--- src/rtl/llcap_pkg.sv ---
`timescale 1ns/1ps
package llcap_pkg;
  typedef enum logic [1:0] {
    K_ADDR = 2'b00,
    K_LOOP = 2'b01,
    K_RMW  = 2'b10,
    K_LINK = 2'b11
  } kind_e;

  localparam logic [31:0] TERM_WORD = 32'hC000_0000;

  typedef struct packed {
    logic [6:0] len;
    logic [7:0] delta;
  } pair_t;

  typedef enum logic [1:0] {F_DESC, F_WDATA, F_MASK, F_VAL} fetch_e;
  typedef enum logic [1:0] {OP_RD, OP_WR, OP_RMW_RD, OP_RMW_WR} op_e;
  typedef enum logic [2:0] {S_IDLE, S_FETCH, S_DEC, S_BUS, S_STORE} state_e;
endpackage

--- src/rtl/llcap_desc_dec.sv ---
`timescale 1ns/1ps
module llcap_desc_dec
  import llcap_pkg::*;
#(
  parameter int LOOP_LSB = 13,
  localparam int REPW = 28 - LOOP_LSB
) (
  input  logic [31:0]         word_i,
  output kind_e               kind_o,
  output logic [31:0]         base_o,
  output logic                wr_o,
  output logic                apb_o,
  output pair_t               p0_o,
  output pair_t               p1_o,
  output logic                term_o,
  output logic [LOOP_LSB-1:0] step_o,
  output logic [REPW-1:0]     rep_o
);
  assign kind_o = kind_e'(word_i[31:30]);
  assign base_o = {word_i[27:0], 4'h0};
  assign wr_o   = word_i[28];
  assign apb_o  = word_i[29];
  assign p0_o   = word_i[14:0];
  assign p1_o   = word_i[29:15];
  assign term_o = (word_i == TERM_WORD);
  assign step_o = word_i[LOOP_LSB-1:0];
  assign rep_o  = word_i[27:LOOP_LSB];
endmodule

--- src/rtl/llcap_loop_ctr.sv ---
`timescale 1ns/1ps
module llcap_loop_ctr #(
  parameter int REPW = 15
) (
  input  logic            clk_i,
  input  logic            rst_ni,
  input  logic            clr_i,
  input  logic            hit_i,
  input  logic [REPW-1:0] rep_i,
  output logic            jump_o
);
  logic            active_q;
  logic [REPW-1:0] rem_q;

  // rem_q: repeats still owed once the loop is live
  assign jump_o = active_q ? (rem_q != REPW'(1)) : (rep_i != '0);

  always_ff @(posedge clk_i or negedge rst_ni) begin
    if (!rst_ni) begin
      active_q <= 1'b0;
      rem_q    <= '0;
    end else if (clr_i) begin
      active_q <= 1'b0;
    end else if (hit_i) begin
      if (!active_q) begin
        if (rep_i != '0) begin
          active_q <= 1'b1;
          rem_q    <= rep_i;
        end
      end else if (rem_q == REPW'(1)) begin
        active_q <= 1'b0;
      end else begin
        rem_q <= rem_q - REPW'(1);
      end
    end
  end

  assert_loop_step_R9: assert property (@(posedge clk_i) disable iff (!rst_ni)
    (hit_i && !clr_i && active_q && rem_q != REPW'(1)) |=>
      (active_q && rem_q == $past(rem_q) - REPW'(1)));

  assert_loop_zero_R9: assert property (@(posedge clk_i) disable iff (!rst_ni)
    (hit_i && !active_q && rep_i == '0) |-> !jump_o);
endmodule

--- src/rtl/llcap_err_latch.sv ---
`timescale 1ns/1ps
module llcap_err_latch (
  input  logic       clk_i,
  input  logic       rst_ni,
  input  logic       set_i,
  input  logic       wr_i,
  input  logic [1:0] wdata_i,
  output logic       err_o
);
  always_ff @(posedge clk_i or negedge rst_ni) begin
    if (!rst_ni)                          err_o <= 1'b0;
    else if (set_i)                       err_o <= 1'b1;
    else if (wr_i && wdata_i == 2'b11)    err_o <= 1'b0;
  end

  assert_err_clear_R10: assert property (@(posedge clk_i) disable iff (!rst_ni)
    (wr_i && wdata_i == 2'b11 && !set_i) |=> !err_o);

  assert_err_sticky_R10: assert property (@(posedge clk_i) disable iff (!rst_ni)
    (err_o && !(wr_i && wdata_i == 2'b11)) |=> err_o);
endmodule

--- src/rtl/llcap_engine.sv ---
`timescale 1ns/1ps
module llcap_engine
  import llcap_pkg::*;
#(
  parameter int AW       = 8,
  parameter int LOOP_LSB = 13
) (
  input  logic          clk_i,
  input  logic          rst_ni,
  input  logic          enable_i,
  input  logic          trigger_i,
  input  logic [AW-1:0] list_base_i,
  input  logic [AW-1:0] data_base_i,
  input  logic          err_wr_i,
  input  logic [1:0]    err_wdata_i,
  output logic          sram_req_o,
  output logic          sram_we_o,
  output logic [AW-1:0] sram_addr_o,
  output logic [31:0]   sram_wdata_o,
  input  logic [31:0]   sram_rdata_i,
  output logic          bus_req_o,
  output logic          bus_we_o,
  output logic          bus_apb_o,
  output logic [31:0]   bus_addr_o,
  output logic [31:0]   bus_wdata_o,
  input  logic          bus_ack_i,
  input  logic          bus_err_i,
  input  logic [31:0]   bus_rdata_i,
  output logic [1:0]    status_o,
  output logic          bus_err_o,
  output logic          ovf_o
);
  localparam int REPW = 28 - LOOP_LSB;
  localparam int OFFW = 16;

  state_e         state_q;
  fetch_e         fk_q;
  op_e            op_q;
  logic [AW-1:0]  ptr_q;
  logic [AW:0]    dptr_q;
  logic [31:0]    base_q, addr_q, wdata_q, mask_q, val_q, cap_q;
  logic           apb_q, wmode_q, p1_pend_q, ovf_q;
  pair_t          p1_q;
  logic [OFFW-1:0] run_q;
  logic [6:0]     rem_q;

  kind_e               dec_kind;
  logic [31:0]         dec_base;
  logic                dec_wr, dec_apb, dec_term;
  pair_t               dec_p0, dec_p1;
  logic [LOOP_LSB-1:0] dec_step;
  logic [REPW-1:0]     dec_rep;

  llcap_desc_dec #(.LOOP_LSB(LOOP_LSB)) u_dec (
    .word_i (sram_rdata_i),
    .kind_o (dec_kind),
    .base_o (dec_base),
    .wr_o   (dec_wr),
    .apb_o  (dec_apb),
    .p0_o   (dec_p0),
    .p1_o   (dec_p1),
    .term_o (dec_term),
    .step_o (dec_step),
    .rep_o  (dec_rep)
  );

  logic start_ok, desc_dec, loop_hit, loop_jump, bus_fail;
  assign start_ok = (state_q == S_IDLE) && enable_i && trigger_i;
  assign desc_dec = (state_q == S_DEC) && (fk_q == F_DESC);
  assign loop_hit = desc_dec && (dec_kind == K_LOOP);
  assign bus_fail = (state_q == S_BUS) && bus_ack_i && bus_err_i;

  llcap_loop_ctr #(.REPW(REPW)) u_loop (
    .clk_i  (clk_i),
    .rst_ni (rst_ni),
    .clr_i  (start_ok),
    .hit_i  (loop_hit),
    .rep_i  (dec_rep),
    .jump_o (loop_jump)
  );

  llcap_err_latch u_err (
    .clk_i   (clk_i),
    .rst_ni  (rst_ni),
    .set_i   (bus_fail),
    .wr_i    (err_wr_i),
    .wdata_i (err_wdata_i),
    .err_o   (bus_err_o)
  );

  // pair being started: from the fresh link word in DEC, else the saved second pair
  pair_t           sel_pair;
  logic [OFFW-1:0] start_abs, run_end;
  logic [31:0]     start_addr;
  always_comb begin
    if (state_q == S_DEC) sel_pair = (dec_p0.len != '0) ? dec_p0 : dec_p1;
    else                  sel_pair = p1_q;
    start_abs  = run_q + OFFW'(sel_pair.delta);
    run_end    = start_abs + OFFW'(sel_pair.len) - OFFW'(1);
    start_addr = base_q + 32'({start_abs, 2'b00});
  end

  always_ff @(posedge clk_i or negedge rst_ni) begin
    if (!rst_ni) begin
      state_q   <= S_IDLE;
      fk_q      <= F_DESC;
      op_q      <= OP_RD;
      ptr_q     <= '0;
      dptr_q    <= '0;
      base_q    <= '0;
      addr_q    <= '0;
      wdata_q   <= '0;
      mask_q    <= '0;
      val_q     <= '0;
      cap_q     <= '0;
      apb_q     <= 1'b0;
      wmode_q   <= 1'b0;
      p1_pend_q <= 1'b0;
      ovf_q     <= 1'b0;
      p1_q      <= '0;
      run_q     <= '0;
      rem_q     <= '0;
    end else begin
      case (state_q)
        S_IDLE: if (start_ok) begin
          state_q   <= S_FETCH;
          fk_q      <= F_DESC;
          ptr_q     <= list_base_i;
          dptr_q    <= {1'b0, data_base_i};
          ovf_q     <= 1'b0;
          run_q     <= '0;
          wmode_q   <= 1'b0;
          apb_q     <= 1'b0;
          base_q    <= '0;
          p1_pend_q <= 1'b0;
        end
        S_FETCH: state_q <= S_DEC;
        S_DEC: begin
          ptr_q   <= ptr_q + AW'(1);
          state_q <= S_FETCH;
          case (fk_q)
            F_WDATA: begin
              wdata_q <= sram_rdata_i;
              op_q    <= OP_WR;
              fk_q    <= F_DESC;
              state_q <= S_BUS;
            end
            F_MASK: begin
              mask_q <= sram_rdata_i;
              fk_q   <= F_VAL;
            end
            F_VAL: begin
              val_q   <= sram_rdata_i;
              op_q    <= OP_RMW_RD;
              fk_q    <= F_DESC;
              state_q <= S_BUS;
            end
            default: begin
              case (dec_kind)
                K_ADDR: begin
                  base_q  <= dec_base;
                  wmode_q <= dec_wr;
                  apb_q   <= dec_apb;
                  run_q   <= '0;
                end
                K_RMW:  fk_q <= F_MASK;
                K_LOOP: if (loop_jump) ptr_q <= ptr_q - AW'(dec_step);
                default: begin
                  if (dec_term) begin
                    state_q <= S_IDLE;
                  end else if (wmode_q) begin
                    addr_q  <= start_addr;
                    wmode_q <= 1'b0;
                    fk_q    <= F_WDATA;
                  end else if (sel_pair.len != '0) begin
                    addr_q    <= start_addr;
                    rem_q     <= sel_pair.len;
                    run_q     <= run_end;
                    p1_q      <= dec_p1;
                    p1_pend_q <= (dec_p0.len != '0) && (dec_p1.len != '0);
                    op_q      <= OP_RD;
                    state_q   <= S_BUS;
                  end
                end
              endcase
            end
          endcase
        end
        S_BUS: if (bus_ack_i) begin
          if (bus_err_i) begin
            state_q <= S_IDLE;
          end else begin
            case (op_q)
              OP_RD: begin
                cap_q   <= bus_rdata_i;
                state_q <= S_STORE;
              end
              OP_RMW_RD: begin
                wdata_q <= (bus_rdata_i & ~mask_q) | (val_q & mask_q);
                op_q    <= OP_RMW_WR;
              end
              default: state_q <= S_FETCH;
            endcase
          end
        end
        S_STORE: begin
          if (dptr_q[AW]) begin
            ovf_q   <= 1'b1;
            state_q <= S_IDLE;
          end else begin
            dptr_q <= dptr_q + (AW+1)'(1);
            if (rem_q != 7'd1) begin
              rem_q   <= rem_q - 7'd1;
              addr_q  <= addr_q + 32'd4;
              state_q <= S_BUS;
            end else if (p1_pend_q) begin
              p1_pend_q <= 1'b0;
              addr_q    <= start_addr;
              rem_q     <= p1_q.len;
              run_q     <= run_end;
              state_q   <= S_BUS;
            end else begin
              state_q <= S_FETCH;
            end
          end
        end
        default: state_q <= S_IDLE;
      endcase
    end
  end

  assign sram_we_o    = (state_q == S_STORE) && !dptr_q[AW];
  assign sram_req_o   = (state_q == S_FETCH) || sram_we_o;
  assign sram_addr_o  = (state_q == S_STORE) ? dptr_q[AW-1:0] : ptr_q;
  assign sram_wdata_o = cap_q;
  assign bus_req_o    = (state_q == S_BUS);
  assign bus_we_o     = (op_q == OP_WR) || (op_q == OP_RMW_WR);
  assign bus_apb_o    = apb_q;
  assign bus_addr_o   = addr_q;
  assign bus_wdata_o  = wdata_q;
  assign status_o     = {state_q == S_BUS, state_q != S_IDLE};
  assign ovf_o        = ovf_q;

  assert_bus_hold_R12: assert property (@(posedge clk_i) disable iff (!rst_ni)
    (bus_req_o && !bus_ack_i) |=>
      (bus_req_o && $stable(bus_addr_o) && $stable(bus_we_o) && $stable(bus_wdata_o)));

  assert_no_store_after_ovf_R11: assert property (@(posedge clk_i) disable iff (!rst_ni)
    ovf_o |-> !sram_we_o);

  assert_req_needs_busy_R2: assert property (@(posedge clk_i) disable iff (!rst_ni)
    (sram_req_o || bus_req_o) |-> status_o[0]);
endmodule

--- config.mk ---
export PLATFORM = sky130hd
export DESIGN_NAME = llcap_engine
export DESIGN_NICKNAME = d
export VERILOG_FILES = /design/src/rtl/llcap_pkg.sv /design/src/rtl/llcap_desc_dec.sv /design/src/rtl/llcap_loop_ctr.sv /design/src/rtl/llcap_err_latch.sv /design/src/rtl/llcap_engine.sv
export SDC_FILE = /design/constraint.sdc
export NUM_CORES = 1
export LEC_CHECK = 0
export BUFFER_PORTS_ARGS = -buffer_cell sky130_fd_sc_hd__buf_4
export CORE_MARGIN = 2
export CORE_UTILIZATION = 59
export CTS_CLUSTER_DIAMETER = 200
export CTS_CLUSTER_SIZE = 28
export DETAILED_ROUTE_END_ITERATION = 8
export HOLD_SLACK_MARGIN = 0.05
export PLACE_DENSITY = 0.87
export SYNTH_ARGS = -nofsm -noshare
export SYNTH_HDL_FRONTEND = slang
export SYNTH_SLANG_ARGS = --single-unit
--- constraint.sdc ---
create_clock -name clk_i -period 7.25 [get_ports clk_i]
set_input_delay 0.725 -clock clk_i [delete_from_list [all_inputs] [get_ports clk_i]]
set_output_delay 0.725 -clock clk_i [all_outputs]
set_load 0.01 [all_outputs]
# Word-level counts from Yosys, hierarchy flattened
# Cells that the tools add are included.
[classes]
reduce_logical = 53
multipliers = 0
n_eq_ne = 48
mux = 105
n_div = 0
addsub = 10
shift = 0
n_lt_le_gt_ge = 0
n_bitwise = 10
[ops]
columns = ["operator", "n"]
rows = [
  ["32-bit two-way mux", 15],
  ["32-bit one-hot mux with 2 select lines", 3],
  ["16-bit two-way mux", 8],
  ["15-bit two-way mux", 5],
  ["32-bit AND", 2],
  ["7-bit two-way mux", 8],
  ["16-bit one-hot mux with 3 select lines", 1],
  ["8-bit two-way mux", 5],
  ["2-bit two-way mux", 17],
  ["32-bit by 18-bit adder with 32-bit output", 1],
  ["32-bit by 3-bit adder with 32-bit output (second input constant)", 1],
  ["32-bit == test (second input constant)", 1],
  ["32-bit inverter", 1],
  ["32-bit OR", 1],
  ["16-bit one-hot mux with 2 select lines", 1],
  ["2-bit != test (second input constant)", 13],
  ["1-bit two-way mux", 21],
  ["7-bit nonzero test", 3],
  ["2-bit one-hot mux with 2 select lines", 5],
  ["9-bit two-way mux", 2],
  ["9-bit one-hot mux with 2 select lines", 1],
  ["9-bit AND reduction", 2],
  ["16-bit by 7-bit adder with 16-bit output", 1],
  ["16-bit by 8-bit adder with 16-bit output", 1],
  ["49 further kinds", 107],
]
[word_totals]
memories = 0
mem_bits_ro = 0
ff_bits = 275
input_bits = 89
wordCells = 249
latch_bits = 0
ram_bits = 0
output_inout_bits = 113

# Logic depth before layout (Yosys ltp)
[depth]
ltp_word = 12
depth_mapped = 28
depth_no_buf = 25

# By module
# From an unflattened synthesis, not the netlist that was laid out.
[unflattened]
hier_cells = 1948
hier_area_um2 = 17141.4
[by_module_without_submodules]
columns = ["mod", "n_inst", "cells_per_inst", "area_per_inst_um2", "seq_area_each_um2"]
rows = [
  ["llcap_engine", 1, 1702, 15132.0, 6456.2],
  ["llcap_loop_ctr", 1, 137, 1178.6, 400.4],
  ["llcap_desc_dec", 1, 106, 793.3, 0.0],
  ["llcap_err_latch", 1, 3, 37.5, 25.0],
]

# Least setup slack after synthesis
# Ideal clock, no wire load.
[synth_path]
path_type = "input port to flip-flop"
startpoint = "in sram_rdata_i[13]"
endpoint = "reg run_q[13]"
required_ns = 7.132
arrival_ns = 5.350
n_path_buf = 1
stages = 26
slack_ns = 1.782
path_cell_list = "buf_2 nor4_4 nand2_4 mux2i_1 o21ai_0 ha_1 a21oi_1 and2_1 nor2b_1 o21ai_0 nand2b_1 xor2_1 inv_1 ha_1 inv_1 ha_1 o21ai_0 a21oi_1 o21ai_0 a2111oi_0 mux2i_1 a2111oi_1 o21ai_1 a21boi_1 a211oi_1 a21o_1"
[synth_via]
elab_chain_cells = 12
elab_cells_between_ends = 20
classes_between = "3 x add/sub; 3 x eq/ne; 11 x mux; 3 x reduce/logical"
[synth_rtl]
columns = ["element", "line_no", "source"]
rows = [
  ["start: declaration", "llcap_engine.sv:20", "input logic [31:0] sram_rdata_i,"],
  ["7-bit nonzero test", "llcap_engine.sv:96", "if (state_q == S_DEC) sel_pair = (dec_p0.len != '0) ? dec_p0 : dec_p1;"],
  ["15-bit two-way mux (2 in a row)", "llcap_engine.sv:96", ""],
  ["16-bit by 8-bit adder with 16-bit output", "llcap_engine.sv:98", "start_abs = run_q + OFFW'(sel_pair.delta);"],
  ["16-bit by 7-bit adder with 16-bit output", "llcap_engine.sv:99", "run_end = start_abs + OFFW'(sel_pair.len) - OFFW'(1);"],
  ["16-bit by 1-bit subtractor with 16-bit output", "llcap_engine.sv:99", ""],
  ["16-bit two-way mux", "llcap_engine.sv:175", "end else if (sel_pair.len != '0) begin"],
  ["16-bit two-way mux", "llcap_engine.sv:171", "end else if (wmode_q) begin"],
  ["16-bit two-way mux", "llcap_engine.sv:169", "if (dec_term) begin"],
  ["16-bit one-hot mux with 2 select lines", "llcap_engine.sv:159", "case (dec_kind)"],
  ["16-bit two-way mux", "llcap_engine.sv:141", "case (fk_q)"],
  ["16-bit one-hot mux with 3 select lines", "llcap_engine.sv:124", "case (state_q)"],
  ["end signal: assignment", "llcap_engine.sv:178", "run_q <= run_end;"],
  ["end signal: assignment", "llcap_engine.sv:220", "run_q <= run_end;"],
  ["end: declaration", "llcap_engine.sv:44", "logic [OFFW-1:0] run_q;"],
]
# Several ways; a longest one is shown, not always the timed one. The select of a mux whose other input is x is not followed.
# A chain may end at the register's enable or synchronous reset.

# Final worst setup path
[layout_path]
startpoint = "reg state_q[2]"
endpoint = "reg run_q[13]"
[layout_via]
elab_chain_cells = 11
elab_cells_between_ends = 30
classes_between = "3 x add/sub; 11 x eq/ne; 10 x mux; 6 x reduce/logical"
[layout_rtl]
columns = ["element", "line_no", "source"]
rows = [
  ["start: declaration", "llcap_engine.sv:36", "state_e state_q;"],
  ["start signal: assignment", "llcap_engine.sv:105", "state_q <= S_IDLE;"],
  ["start signal: assignment", "llcap_engine.sv:126", "state_q <= S_FETCH;"],
  ["start signal: assignment", "llcap_engine.sv:137", "S_FETCH: state_q <= S_DEC;"],
  ["3-bit by 2-bit == test with 1-bit output", "llcap_engine.sv:96, llcap_engine.sv:124", ""],
  ["15-bit two-way mux", "llcap_engine.sv:96", ""],
  ["16-bit by 8-bit adder with 16-bit output", "llcap_engine.sv:98", ""],
  ["16-bit by 7-bit adder with 16-bit output", "llcap_engine.sv:99", ""],
  ["16-bit by 1-bit subtractor with 16-bit output", "llcap_engine.sv:99", ""],
  ["16-bit two-way mux", "llcap_engine.sv:175", ""],
  ["16-bit two-way mux", "llcap_engine.sv:171", ""],
  ["16-bit two-way mux", "llcap_engine.sv:169", ""],
  ["16-bit one-hot mux with 2 select lines", "llcap_engine.sv:159", ""],
  ["16-bit two-way mux", "llcap_engine.sv:141", ""],
  ["16-bit one-hot mux with 3 select lines", "llcap_engine.sv:124", ""],
]
# Several ways; a longest one is shown, not always the timed one. The select of a mux whose other input is x is not followed.

==> metrics.md <==
| Metric | Value |
|---|---|
| Final wirelength | `approximately 45000 microns` |
| CTS HTree Levels | `1` |
| Nets | `2112` |
| GRT Resource Usage Total | `0.316` |
| Area occupied by multi-input gates | `between 8000 and 9000 sq um` |
| CTS tree | `yes` |
| Crit-path cells | `or3b_1, nand2_1, o21ai_0, ha_1, a21oi_1, and2_1, nor2b_1, o21ai_0, nand2b_1, xor2_1, inv_1, ha_1, inv_1, ha_1, o21ai_0, a21oi_1, o21ai_0, a2111oi_0, mux2i_1, a2111oi_1, o21ai_1, a21boi_1, a211oi_1, a21o_1` |
| Rel. slew slack | `0.170` |
| Via count | `14300` |
| Clock Latency Late Sink | `between 0.5 and 0.6 ns` |
| Clock transition at path regs | `~0.12 ns` |
| Ys async rst share | `1.00` |
| Placer Congestion | `about 0.96` |
| DR pass1 iterations | `6` |
| Final hold vios | `0` |
| Netlist Area Pre-Place | `about 16000 sq um` |
| Setup_tns | `0 ns` |
| Final min period | `5.88 ns` |
| Starting Density | `0.595` |
| RSZ-0062 raised after global routing | `no` |
| Congestion Overflow GR | `0` |
| Setup violations, final | `0` |
| WL/cell | `19.6 microns` |
| Largest net degree at the start of global routing | `~180` |
| Die Wd | `168 microns` |
| Post-synthesis sequential area ratio | `0.423` |
| Worst vdd rail ir drop | `300 uV` |
| CP endpoint kind | `flop` |
| Max incr delay on CP | `0.76 ns` |
| Pleak | `8.61 nW` |
| Yosys cell types | `88` |
| First-pass GRT wire length | `72600 microns` |
| CP max-delay cell | `or3b_1` |
| I/O pin cnt | `202` |
| HP Class | `in2async` |
| CTS max path bufs | `3` |
| DP HPWL | `32100 microns` |
| Postcts setup bufs | `0` |
| Storage element area | `6730 sq um` |
| Remaining routing DRC violations | `0` |
| Clock skew | `0.0215 ns` |
| Die area | `28300 sq um` |
| Critical Path AT | `6.28 ns` |
| Register bit count reported by yosys | `about 270` |
| Cells after Synth | `1808` |
| # diodes | `0` |
| FILL cells | `roughly 2100` |
| DP Cell Count | `between 2000 and 2500` |
| Most used cell, CP | `o21ai_0` |
| Iter 0 DRT Violations | `around 1400` |
| WS Path Type | `reg2reg` |
| Ys flop type | `dfrtp_1` |
| FMAX | `0.170 GHz` |
| Rows | `60` |
| CP max FO | `27` |
| CTS Buf Count | `13` |
| Pwr Density | `451 nW/um^2` |
| Tcrit/Tclk final | `0.811` |
| Hold_buf cts | `0` |
| Crit-path leading delay family | `compound AO/OA/AOI/OAI gates` |
| Pins Over Slew Limit | `0` |
| Core ar. | `26700 sq um` |
| Number of port buffers | `199` |
| Die height | `168 microns` |
| CTS Sinks | `~270` |
| Syn-to-layout area delta | `13.0%` |
| Root cell of the clock tree | `clkbuf_16` |
| Slew @ Worst Pin | `1.24 ns` |
| Number of enable flip-flop cells after synthesis | `0` |
| Crit path required time | `7.66 ns` |
| Syn Area/Cell | `8.79 sq um` |
| Worst Path Buf+Inv | `2` |
| Routed Antenna Nets | `0` |
| Initial antenna violation count | `0` |
| Crit start category | `flop` |
| Max-cap violations | `0` |
| Ys Warns | `0` |
| Vias in the first global route | `14200` |
| Proportion of layout cells with a drive suffix above 1 | `0.170` |
| Post-CTS sizing | `0` |
| Layout Cells excl Fill | `2292` |
| Via density | `6.25` |
| Status | `finished, final reports clean` |
==> cells in the final DEF, fill, tap and decap left out, types with 16 or more instances in the layout <==
| cell type | instances |
|---|---|
| o21ai_0 | 162 |
| ha_1 | 67 |
| a31oi_1 | 16 |
| nand2_1 | 338 |
| dfrtp_1 | 269 |
| a211oi_1 | 17 |
| mux2_2 | 62 |
| nor2_1 | 125 |
| mux2i_1 | 47 |
| nand2b_1 | 16 |
| xnor2_1 | 27 |
| xor2_1 | 25 |
| a21oi_1 | 143 |
| buf_4 | 213 |
| nor3_1 | 17 |
| nand3_1 | 47 |
| inv_1 | 84 |
| and3_1 | 16 |
==> metrics by stage <==
step | worst slack, ns | util | hold slack, ns | power (W) | instance area, sq um
6_report | 1.37 | 0.672 | 0.238 | 0.00809 | 18000
5_1_grt | 0.850 | 0.672 | 0.303 | 0.00874 | 18000
4_1_cts | 1.44 | 0.672 | 0.288 | 0.00803 | 18000
3_5_place_dp | 1.06 | 0.659 | 0.463 | 0.00719 | 17600
3_3_place_gp | 1.36 | 0.659 | 0.461 | 0.00698 | 17600
2_1_floorplan | 1.78 | - | 0.429 | 0.00576 | 15900
==> sequential cells by signal, indices dropped and copies added, names as in the netlist, 2 cells and up <==
name and cells:
bus_addr_o 30, fk_q 2, base_q 28, rem_q 7, u_loop.rem_q 15, run_q 16, bus_wdata_o 32, sram_wdata_o 32
val_q 32, dptr_q 9, ptr_q 8, op_q 2, p1_q 15, mask_q 32, state_q 3
==> synth_stat cells (8+ instances only) <==
cell type | count | share of area
a21o_1 | 14 | 0.0066
nand3_1 | 47 | 0.015
a211oi_1 | 17 | 0.0080
nor3_1 | 17 | 0.0054
a21oi_1 | 144 | 0.045
or3_1 | 9 | 0.0035
mux2_2 | 62 | 0.044
and2_1 | 10 | 0.0039
nand2_1 | 340 | 0.080
a31oi_1 | 17 | 0.0067
mux2_4 | 10 | 0.0094
o22ai_1 | 15 | 0.0059
inv_1 | 84 | 0.020
o21ai_0 | 162 | 0.051
ha_1 | 67 | 0.053
nand4_1 | 15 | 0.0059
and3_1 | 16 | 0.0063
nor4_1 | 14 | 0.0055
clkbuf_1 | 67 | 0.016
mux2i_1 | 47 | 0.030
nor2_1 | 127 | 0.030
nand2b_1 | 16 | 0.0063
a22o_1 | 8 | 0.0044
o31ai_1 | 14 | 0.0066
xor2_1 | 25 | 0.014
a311oi_1 | 11 | 0.0061
or2_2 | 8 | 0.0031
dfrtp_1 | 269 | 0.42
xnor2_1 | 27 | 0.015
==> worst reg2reg max path: cells and delay by family (launching register included) <==
kind	cells	cell delay (ns)
AOI/OAI and AO/OA	12	2.56
adders and majority gates	3	0.96
muxes	1	0.19
buffers and inverters	2	0.12
and+or+nand+nor	5	1.28
xor gates and xnor gates	1	0.18
DFF	1	0.52
==> where the power goes <==
group | total, W | internal (W) | leakage, nW | switching (W)
clock network | 0.000822 | 0.000331 | 0.167 | 0.000491
registers | 0.00274 | 0.00212 | 3.42 | 0.000615
logic | 0.00453 | 0.00200 | 5.02 | 0.00253
==> layer usage <==
metal / GRT usage / share of wire
met1: 0.401 / 0.40
met2: 0.531 / 0.48
met3: 0.0696 / 0.086
met4: 0.127 / 0.042
met5: 0 / 0
==> path summary, 6_finish.rpt <==
path | startpoint | slack (ns) | end | cells past startpoint
min in group clk_i | bus_rdata_i[19] | 0.43 | sram_wdata_o[19]$_DFFE_PN0P_ | 3
min reg2reg | sram_wdata_o[14]$_DFFE_PN0P_ | 0.49 | sram_wdata_o[14]$_DFFE_PN0P_ | 2
max reg2reg | state_q[2]$_DFFE_PN0P_ | 1.37 | run_q[13]$_DFFE_PN0P_ | 24
max in group asynchronous | rst_ni | 5.48 | base_q[8]$_DFFE_PN0P_ | 2
max | state_q[2]$_DFFE_PN0P_ | 1.37 | run_q[13]$_DFFE_PN0P_ | 24
min | rst_ni | 0.24 | dptr_q[2]$_DFFE_PN0P_ | 1
==> cell families after synthesis <==
kind of cell    Yosys count  share of synthesized area
flops                   269                      0.423
fa+ha+maj                72                     0.0584
xor+xnor                 54                     0.0307
buf+inv                 171                     0.0436
simple gates            653                      0.183
other cells               1                   0.000236
mux                     119                     0.0830
compound gates          469                      0.178
==> final cells by class <==
type                       count  share of cell area
clock buffer                  13              0.0181
clock inverter                 1            0.000906
timing repair buffer         215              0.0910
multi-input combinational   1369               0.474
tap                          341              0.0238
sequential                   269               0.375
inverter                      84              0.0176
Power figures use the tool's default switching activity.
